## src/rtl/cfg3w_pkg.sv

```systemverilog
package cfg3w_pkg;
   localparam int unsigned CH_COUNT   = 2;
   localparam int unsigned CTRL_BITS  = 2;
   localparam int unsigned SEL_LO     = 2;

   typedef enum logic {
      WORD_REF = 1'b0,
      WORD_CNT = 1'b1
   } word_kind_e;
endpackage

```

## src/rtl/cfg3w_sync.sv

```systemverilog
module cfg3w_sync #(
   parameter int unsigned W      = 1,
   parameter int unsigned STAGES = 2
) (
   input  logic         clk,
   input  logic         rst_n,
   input  logic [W-1:0] d,
   output logic [W-1:0] q
);
   initial begin
      assert (STAGES >= 2) else $error("cfg3w_sync: STAGES below 2");
   end

   logic [W-1:0] pipe [STAGES];

   always_ff @(posedge clk or negedge rst_n) begin
      if (!rst_n) begin
         for (int i = 0; i < int'(STAGES); i++) pipe[i] <= '0;
      end else begin
         pipe[0] <= d;
         for (int i = 1; i < int'(STAGES); i++) pipe[i] <= pipe[i-1];
      end
   end

   assign q = pipe[STAGES-1];
endmodule

```

## src/rtl/cfg3w_shifter.sv

```systemverilog
module cfg3w_shifter #(
   parameter int unsigned FRAME_W = 23
) (
   input  logic               clk,
   input  logic               rst_n,
   input  logic               shift_en,
   input  logic               din,
   input  logic               load,
   output logic [FRAME_W-1:0] frame,
   output logic               short_flag
);
   localparam int unsigned CW = $clog2(FRAME_W + 1);

   logic [CW-1:0] bit_cnt;
   logic          full;

   assign full = (bit_cnt == CW'(FRAME_W));

   always_ff @(posedge clk or negedge rst_n) begin
      if (!rst_n) begin
         frame <= '0;
      end else if (shift_en) begin
         frame <= {frame[FRAME_W-2:0], din};
      end
   end

   always_ff @(posedge clk or negedge rst_n) begin
      if (!rst_n) begin
         bit_cnt    <= '0;
         short_flag <= 1'b0;
      end else if (load) begin
         bit_cnt    <= '0;
         short_flag <= short_flag | ~full;
      end else if (shift_en && !full) begin
         bit_cnt <= bit_cnt + CW'(1);
      end
   end

   p_shift_r2: assert property (@(posedge clk) disable iff (!rst_n)
      shift_en |=> (frame[0] == $past(din)) &&
                   (frame[FRAME_W-1:1] == $past(frame[FRAME_W-2:0])));

   p_cnt_sat_r8: assert property (@(posedge clk) disable iff (!rst_n)
      bit_cnt <= CW'(FRAME_W));

   p_sticky_r8: assert property (@(posedge clk) disable iff (!rst_n)
      short_flag |=> short_flag);

   p_full_noflag_r8: assert property (@(posedge clk) disable iff (!rst_n)
      (load && full && !short_flag) |=> !short_flag);
endmodule

```

## src/rtl/cfg3w_latch_bank.sv

```systemverilog
module cfg3w_latch_bank
   import cfg3w_pkg::*;
#(
   parameter int unsigned FRAME_W = 23,
   parameter int unsigned REF_W   = 14,
   parameter int unsigned SWAL_W  = 7,
   parameter int unsigned MAIN_W  = 11
) (
   input  logic                              clk,
   input  logic                              rst_n,
   input  logic                              load,
   input  logic [FRAME_W-1:0]                frame,
   output logic [CH_COUNT-1:0][REF_W-1:0]    ref_ratio,
   output logic [CH_COUNT-1:0]               pump_hi,
   output logic [CH_COUNT-1:0][1:0]          mon_sel,
   output logic [CH_COUNT-1:0]               lock_sel,
   output logic [CH_COUNT-1:0]               pre_sel,
   output logic [CH_COUNT-1:0]               pol_inv,
   output logic [CH_COUNT-1:0][SWAL_W-1:0]   swallow,
   output logic [CH_COUNT-1:0][MAIN_W-1:0]   main_div
);
   localparam int unsigned RATIO_LO = SEL_LO + 2;
   localparam int unsigned PUMP_POS = RATIO_LO + REF_W;
   localparam int unsigned LOCK_POS = SEL_LO;
   localparam int unsigned PRE_POS  = SEL_LO + 1;
   localparam int unsigned POL_POS  = SEL_LO + 2;
   localparam int unsigned SWAL_LO  = SEL_LO + 3;
   localparam int unsigned MAIN_LO  = SWAL_LO + SWAL_W;

   initial begin
      assert (PUMP_POS < FRAME_W) else $error("cfg3w_latch_bank: reference word overflows frame");
      assert (MAIN_LO + MAIN_W <= FRAME_W) else $error("cfg3w_latch_bank: counter word overflows frame");
   end

   word_kind_e kind;
   assign kind = word_kind_e'(frame[1]);

   for (genvar ch = 0; ch < int'(CH_COUNT); ch++) begin : g_ch
      logic              hit;
      logic [REF_W-1:0]  ratio_q;
      logic              pump_q;
      logic [1:0]        mon_q;
      logic              lock_q;
      logic              pre_q;
      logic              pol_q;
      logic [SWAL_W-1:0] swal_q;
      logic [MAIN_W-1:0] main_q;

      assign hit = load && (frame[0] == 1'(ch));

      always_ff @(posedge clk or negedge rst_n) begin
         if (!rst_n) begin
            ratio_q <= REF_W'(3);
            pump_q  <= 1'b0;
            mon_q   <= 2'b00;
         end else if (hit && kind == WORD_REF) begin
            ratio_q <= frame[RATIO_LO +: REF_W];
            pump_q  <= frame[PUMP_POS];
            mon_q   <= frame[SEL_LO +: 2];
         end
      end

      always_ff @(posedge clk or negedge rst_n) begin
         if (!rst_n) begin
            lock_q <= 1'b0;
            pre_q  <= 1'b0;
            pol_q  <= 1'b0;
            swal_q <= '0;
            main_q <= MAIN_W'(3);
         end else if (hit && kind == WORD_CNT) begin
            lock_q <= frame[LOCK_POS];
            pre_q  <= frame[PRE_POS];
            pol_q  <= frame[POL_POS];
            swal_q <= frame[SWAL_LO +: SWAL_W];
            main_q <= frame[MAIN_LO +: MAIN_W];
         end
      end

      assign ref_ratio[ch] = ratio_q;
      assign pump_hi[ch]   = pump_q;
      assign mon_sel[ch]   = mon_q;
      assign lock_sel[ch]  = lock_q;
      assign pre_sel[ch]   = pre_q;
      assign pol_inv[ch]   = pol_q;
      assign swallow[ch]   = swal_q;
      assign main_div[ch]  = main_q;

      p_refload_r4: assert property (@(posedge clk) disable iff (!rst_n)
         (load && frame[1:0] == {1'b0, 1'(ch)}) |=>
            (ref_ratio[ch] == $past(frame[RATIO_LO +: REF_W])) &&
            (pump_hi[ch] == $past(frame[PUMP_POS])));

      p_cntload_r5: assert property (@(posedge clk) disable iff (!rst_n)
         (load && frame[1:0] == {1'b1, 1'(ch)}) |=>
            (main_div[ch] == $past(frame[MAIN_LO +: MAIN_W])) &&
            (swallow[ch] == $past(frame[SWAL_LO +: SWAL_W])));

      p_other_hold_r6: assert property (@(posedge clk) disable iff (!rst_n)
         (!load || frame[0] != 1'(ch)) |=>
            $stable(ref_ratio[ch]) && $stable(main_div[ch]) &&
            $stable(swallow[ch]) && $stable(mon_sel[ch]));

      p_route_r3: assert property (@(posedge clk) disable iff (!rst_n)
         (load && frame[1:0] == {1'b1, 1'(ch)}) |=>
            $stable(ref_ratio[ch]) && $stable(pump_hi[ch]));
   end
endmodule

```

## src/rtl/cfg3w_loader.sv

```systemverilog
module cfg3w_loader
   import cfg3w_pkg::*;
#(
   parameter int unsigned FRAME_W     = 23,
   parameter int unsigned REF_W       = 14,
   parameter int unsigned SWAL_W      = 7,
   parameter int unsigned MAIN_W      = 11,
   parameter int unsigned SYNC_STAGES = 2
) (
   input  logic                            clk,
   input  logic                            rst_n,
   input  logic                            ser_clk,
   input  logic                            ser_dat,
   input  logic                            ser_le,
   output logic [CH_COUNT-1:0][REF_W-1:0]  ref_ratio,
   output logic [CH_COUNT-1:0]             pump_hi,
   output logic [CH_COUNT-1:0][1:0]        mon_sel,
   output logic [CH_COUNT-1:0]             lock_sel,
   output logic [CH_COUNT-1:0]             pre_sel,
   output logic [CH_COUNT-1:0]             pol_inv,
   output logic [CH_COUNT-1:0][SWAL_W-1:0] swallow,
   output logic [CH_COUNT-1:0][MAIN_W-1:0] main_div,
   output logic                            short_frame
);
   initial begin
      assert (FRAME_W > CTRL_BITS + 1) else $error("cfg3w_loader: frame too narrow");
   end

   logic [2:0]         sync_q;
   logic               dat_s, clk_s, le_s;
   logic               clk_d, le_d;
   logic               sclk_rise, load, shift_en;
   logic [FRAME_W-1:0] frame_w;

   cfg3w_sync #(.W(3), .STAGES(SYNC_STAGES)) u_sync (
      .clk   (clk),
      .rst_n (rst_n),
      .d     ({ser_le, ser_clk, ser_dat}),
      .q     (sync_q)
   );

   assign {le_s, clk_s, dat_s} = sync_q;

   always_ff @(posedge clk or negedge rst_n) begin
      if (!rst_n) begin
         clk_d <= 1'b0;
         le_d  <= 1'b0;
      end else begin
         clk_d <= clk_s;
         le_d  <= le_s;
      end
   end

   assign sclk_rise = clk_s & ~clk_d;
   assign load      = le_s & ~le_d;
   assign shift_en  = sclk_rise & ~le_s;

   cfg3w_shifter #(.FRAME_W(FRAME_W)) u_shift (
      .clk        (clk),
      .rst_n      (rst_n),
      .shift_en   (shift_en),
      .din        (dat_s),
      .load       (load),
      .frame      (frame_w),
      .short_flag (short_frame)
   );

   cfg3w_latch_bank #(
      .FRAME_W (FRAME_W),
      .REF_W   (REF_W),
      .SWAL_W  (SWAL_W),
      .MAIN_W  (MAIN_W)
   ) u_bank (
      .clk       (clk),
      .rst_n     (rst_n),
      .load      (load),
      .frame     (frame_w),
      .ref_ratio (ref_ratio),
      .pump_hi   (pump_hi),
      .mon_sel   (mon_sel),
      .lock_sel  (lock_sel),
      .pre_sel   (pre_sel),
      .pol_inv   (pol_inv),
      .swallow   (swallow),
      .main_div  (main_div)
   );

   p_le_blocks_shift_r7: assert property (@(posedge clk) disable iff (!rst_n)
      (le_s && sclk_rise) |=> $stable(frame_w));

   p_load_keeps_frame_r8: assert property (@(posedge clk) disable iff (!rst_n)
      load |=> $stable(frame_w));
endmodule

```

## config.mk

```make
export PLATFORM = sky130hd
export DESIGN_NAME = cfg3w_loader
export DESIGN_NICKNAME = d
export VERILOG_FILES = /design/src/rtl/cfg3w_pkg.sv /design/src/rtl/cfg3w_sync.sv /design/src/rtl/cfg3w_shifter.sv /design/src/rtl/cfg3w_latch_bank.sv /design/src/rtl/cfg3w_loader.sv
export SDC_FILE = /design/constraint.sdc
export NUM_CORES = 1
export LEC_CHECK = 0
export CORE_MARGIN = 2
export CORE_UTILIZATION = 51
export CTS_CLUSTER_DIAMETER = 100
export CTS_CLUSTER_SIZE = 40
export DETAILED_ROUTE_END_ITERATION = 7
export GPL_ROUTABILITY_DRIVEN = 0
export GPL_TIMING_DRIVEN = 0
export PLACE_DENSITY = 0.78
export SLEW_MARGIN = 20
export SYNTH_ARGS = -nofsm -noshare
export SYNTH_HDL_FRONTEND = slang
export SYNTH_HIERARCHICAL = 1
export SYNTH_SLANG_ARGS = --single-unit
```

## constraint.sdc

```tcl
create_clock -name clk -period 2 [get_ports clk]
set_clock_uncertainty 0.2 [all_clocks]
set_input_delay 0.3 -clock clk [delete_from_list [all_inputs] [get_ports clk]]
set_output_delay 0.3 -clock clk [all_outputs]
set_load 0.01 [all_outputs]
```

==> flow_summary.toml <==
[sta]
slew_violations = 0
hold_viol = 0
max_slew_margin_pct = 60.0
rsz0062_at_grt = "no"
timing.final.crit_share_pct = 96.5
finalCriticalPeriod_ps = 1930
hold_slack_ps = 39.2
worstMarginPinSlew_ps = 600
setup_viol_count_final = 0
fmax_mhz = 518
worst_slack_ps = 70.6

[worst_setup_path]
critPathMaxFanout = 12
cpMostUsedCell = "buf_4"
critPathRequiredTime_ps = 2180
arrival_ps = 2110
cp-start-kind = "flip-flop"
end_kind = "flip-flop"
crit_path_max_incr_delay_ps = 360
crit_chain = "buf_4 > and2b_2 > nand3_1 > buf_4 > mux2_2"
path_class = "flip-flop to flip-flop"
slowest_stage = "mux2_2"

[synthesis]
syn-num-nets = 268
ys_warn_count = 6
yosysUniqueCellTypes = 28
ys_seq_area_share_pct = 65.7
synth_seq_cells = 113
synth.avg_cell_area_sq_um = 16.5
syn-cell-area_sq_um = 4320
syn_inst = 262

[global_route]
grt_pass1_wl_mm = 13.7
grt_usage_pct = 20.6
antenna_found_initial = 0
grt_pass1_vias = 2585
grt.overflow.total = 0
grt_max_degree = 68

[drt]
drt_iter0_drc = 85
wl_per_cell_um = 17.9
met1Wirelength_mm = 3.68
wl_met2_mm = 4.50
dr.pass1.iters = 4
drt-total-wl_mm = 8.64
vias_per_cell = 5.22
wl_met3_um = 418
ant_nets = 0
vias = 2520
topRoutingLayerUsed = "met4"
drc = 0

[clock_tree]
clock_path_buffers = 2
clock_sinks = 113
clk_latency_ps = 500
cts_tree = "built"
path_clk_slew_ps = 50
numCtsBuffers = 17
htreeDepth = 4
clock-root-buffer = "clkbuf_8"

[die]
rows = 33
coreArea_sq_um = 8220
io_pins = 82
die_h_um = 96.0
die_area_sq_um = 9220
initial_core_util_pct = 52.6
fp.dieW_um = 96.0

[layout]
layout-drive-gt1-share_pct = 43.4
diodes = 0
final_nets = 372
final_common_cell = "dfrtp_1"
final_area_sq_um = 5910
final_cell_mix = "105 x dfrtp_1, 100 x mux2_2, 64 x clkdlybuf4s50_1"
area_delta_synth_final_pct = 36.8

[place]
dpl-instance-area_sq_um = 5290
port_buffers = 81
pre_cts_ws_ps = -191
hpwl_mm = 5.49

[status]
status = "complete, no violations"

[power_and_ir_drop]
power.density_nw_per_um2 = 1150
vdd_drop_max_mv = 0.838
leakage_nw = 2.94

[worst_hold_path]
holdCritPathClass = "primary input to flip-flop"

[flow_run]
max_cap_viol_count = 0
-- logic make-up (layout without fill, tap and decap cells) --
family,count (synthesis),after routing,share of synthesized area [%]
AOI/OAI and AO/OA,6,6,0.898
xor gates and xnor gates,1,1,0.203
adders and majority gates,1,1,0.290
buffers and inverters,22,138,3.53
DFF,113,113,65.7
muxes,100,100,26.1
and+or+nand+nor,19,19,3.33
-- sequential cells by signal, summed over array words and instances (netlist names), 2 cells and up --
register,flops
u_bank/g_ch.ratio_q,28
u_shift/frame,23
u_bank/g_ch.main_q,22
u_bank/g_ch.swal_q,14
u_shift/bit_cnt,5
u_bank/g_ch.mon_q,4
u_sync/pipe,3
u_sync/q,3
u_bank/g_ch.lock_q,2
u_bank/g_ch.pol_q,2
u_bank/g_ch.pre_q,2
u_bank/g_ch.pump_q,2
-- metal layers --
layer / global-route usage, % / vias up
li1: - / 1131
met1: 25.8 / 1322
met2: 33.0 / 65
met3: 8.14 / 2
met4: 6.79 / 0
met5: 0 / -
-- final cells by class --
| type | instances | area [sq um] |
|---|---|---|
| Clock buffer | 26 | 498 |
| Inverter | 2 | 7.51 |
| Sequential cell | 113 | 2840 |
| Timing Repair Buffer | 85 | 867 |
| Fill cell | 554 | 2310 |
| Multi-Input combinational cell | 127 | 1340 |
| Tap cell | 105 | 131 |
| Buffer | 20 | 155 |
| Clock inverter | 5 | 75.1 |
-- synthesized netlist by cell type, drive strengths merged --
| cell | count | share of area, % |
|---|---|---|
| nor2b | 1 | 0.14 |
| nand4 | 1 | 0.14 |
| clkbuf | 1 | 0.32 |
| or4 | 1 | 0.17 |
| xnor2 | 1 | 0.20 |
| ha | 1 | 0.29 |
| nor3b | 2 | 0.72 |
| a21oi | 2 | 0.23 |
| dfstp | 8 | 4.9 |
| o21ai | 2 | 0.23 |
| a21o | 1 | 0.17 |
| buf | 19 | 3.0 |
| mux2 | 100 | 26 |
| and2b | 1 | 0.20 |
| nor2 | 3 | 0.26 |
| nand2b | 1 | 0.14 |
| inv | 2 | 0.17 |
| nor3 | 2 | 0.23 |
| o2111a | 1 | 0.26 |
| dfrtp | 105 | 61 |
| nand3 | 3 | 0.35 |
| nand3b | 2 | 0.43 |
| nand4b | 1 | 0.20 |
| and4b | 1 | 0.32 |
-- critical path, delay by kind of cell (launching register included) --
family	cells	cell delay, ps
mux	1	360
simple gates	2	480
flops	1	350
buf+inv	2	400
-- power breakdown --
group	internal (mW)	leakage, nW	switching, mW	total (mW)
clock network	1.92	0.285	0.921	2.84
logic	0.680	1.16	0.404	1.08
registers	2.61	1.50	0.252	2.86
total	5.21	2.94	1.58	6.79
-- worst paths after layout --
check	start	to	slack, ps	cells after the start
setup / recovery	u_sync/q[2]	u_bank/g_ch[1].pol_q	70	5
hold / removal	ser_clk	u_sync/pipe[4]	40	1
setup reg to reg	u_sync/q[2]	u_bank/g_ch[1].pol_q	70	5
hold reg to reg	u_sync/pipe[4]	u_sync/q[1]	150	0
max in group asynchronous	rst_n	u_bank/g_ch[0].main_q[1]	750	3
min in group asynchronous	rst_n	u_sync/pipe[3]	170	2
-- metrics by stage --
stage                     TNS (ps)  util [%]  power, mW  std cells
after floorplan                  0         -       3.38        262
after global placement     -410360      64.0       3.96        448
after detailed placement     -1750      64.4       4.02        449
after CTS                        0      71.6       6.87        483
after global routing             0      71.9       7.09        483
final                            0      71.9       6.79        483
-- what timing repair did --
item                       4_1_cts  5_1_grt
hold endpoints to repair        66        0
setup endpoints to repair       24       35
cloned                           0        0
buffers inserted                 2        0
resized for setup               11       10
hold buffers                     1        0
(Power assumes the default switching activity.)
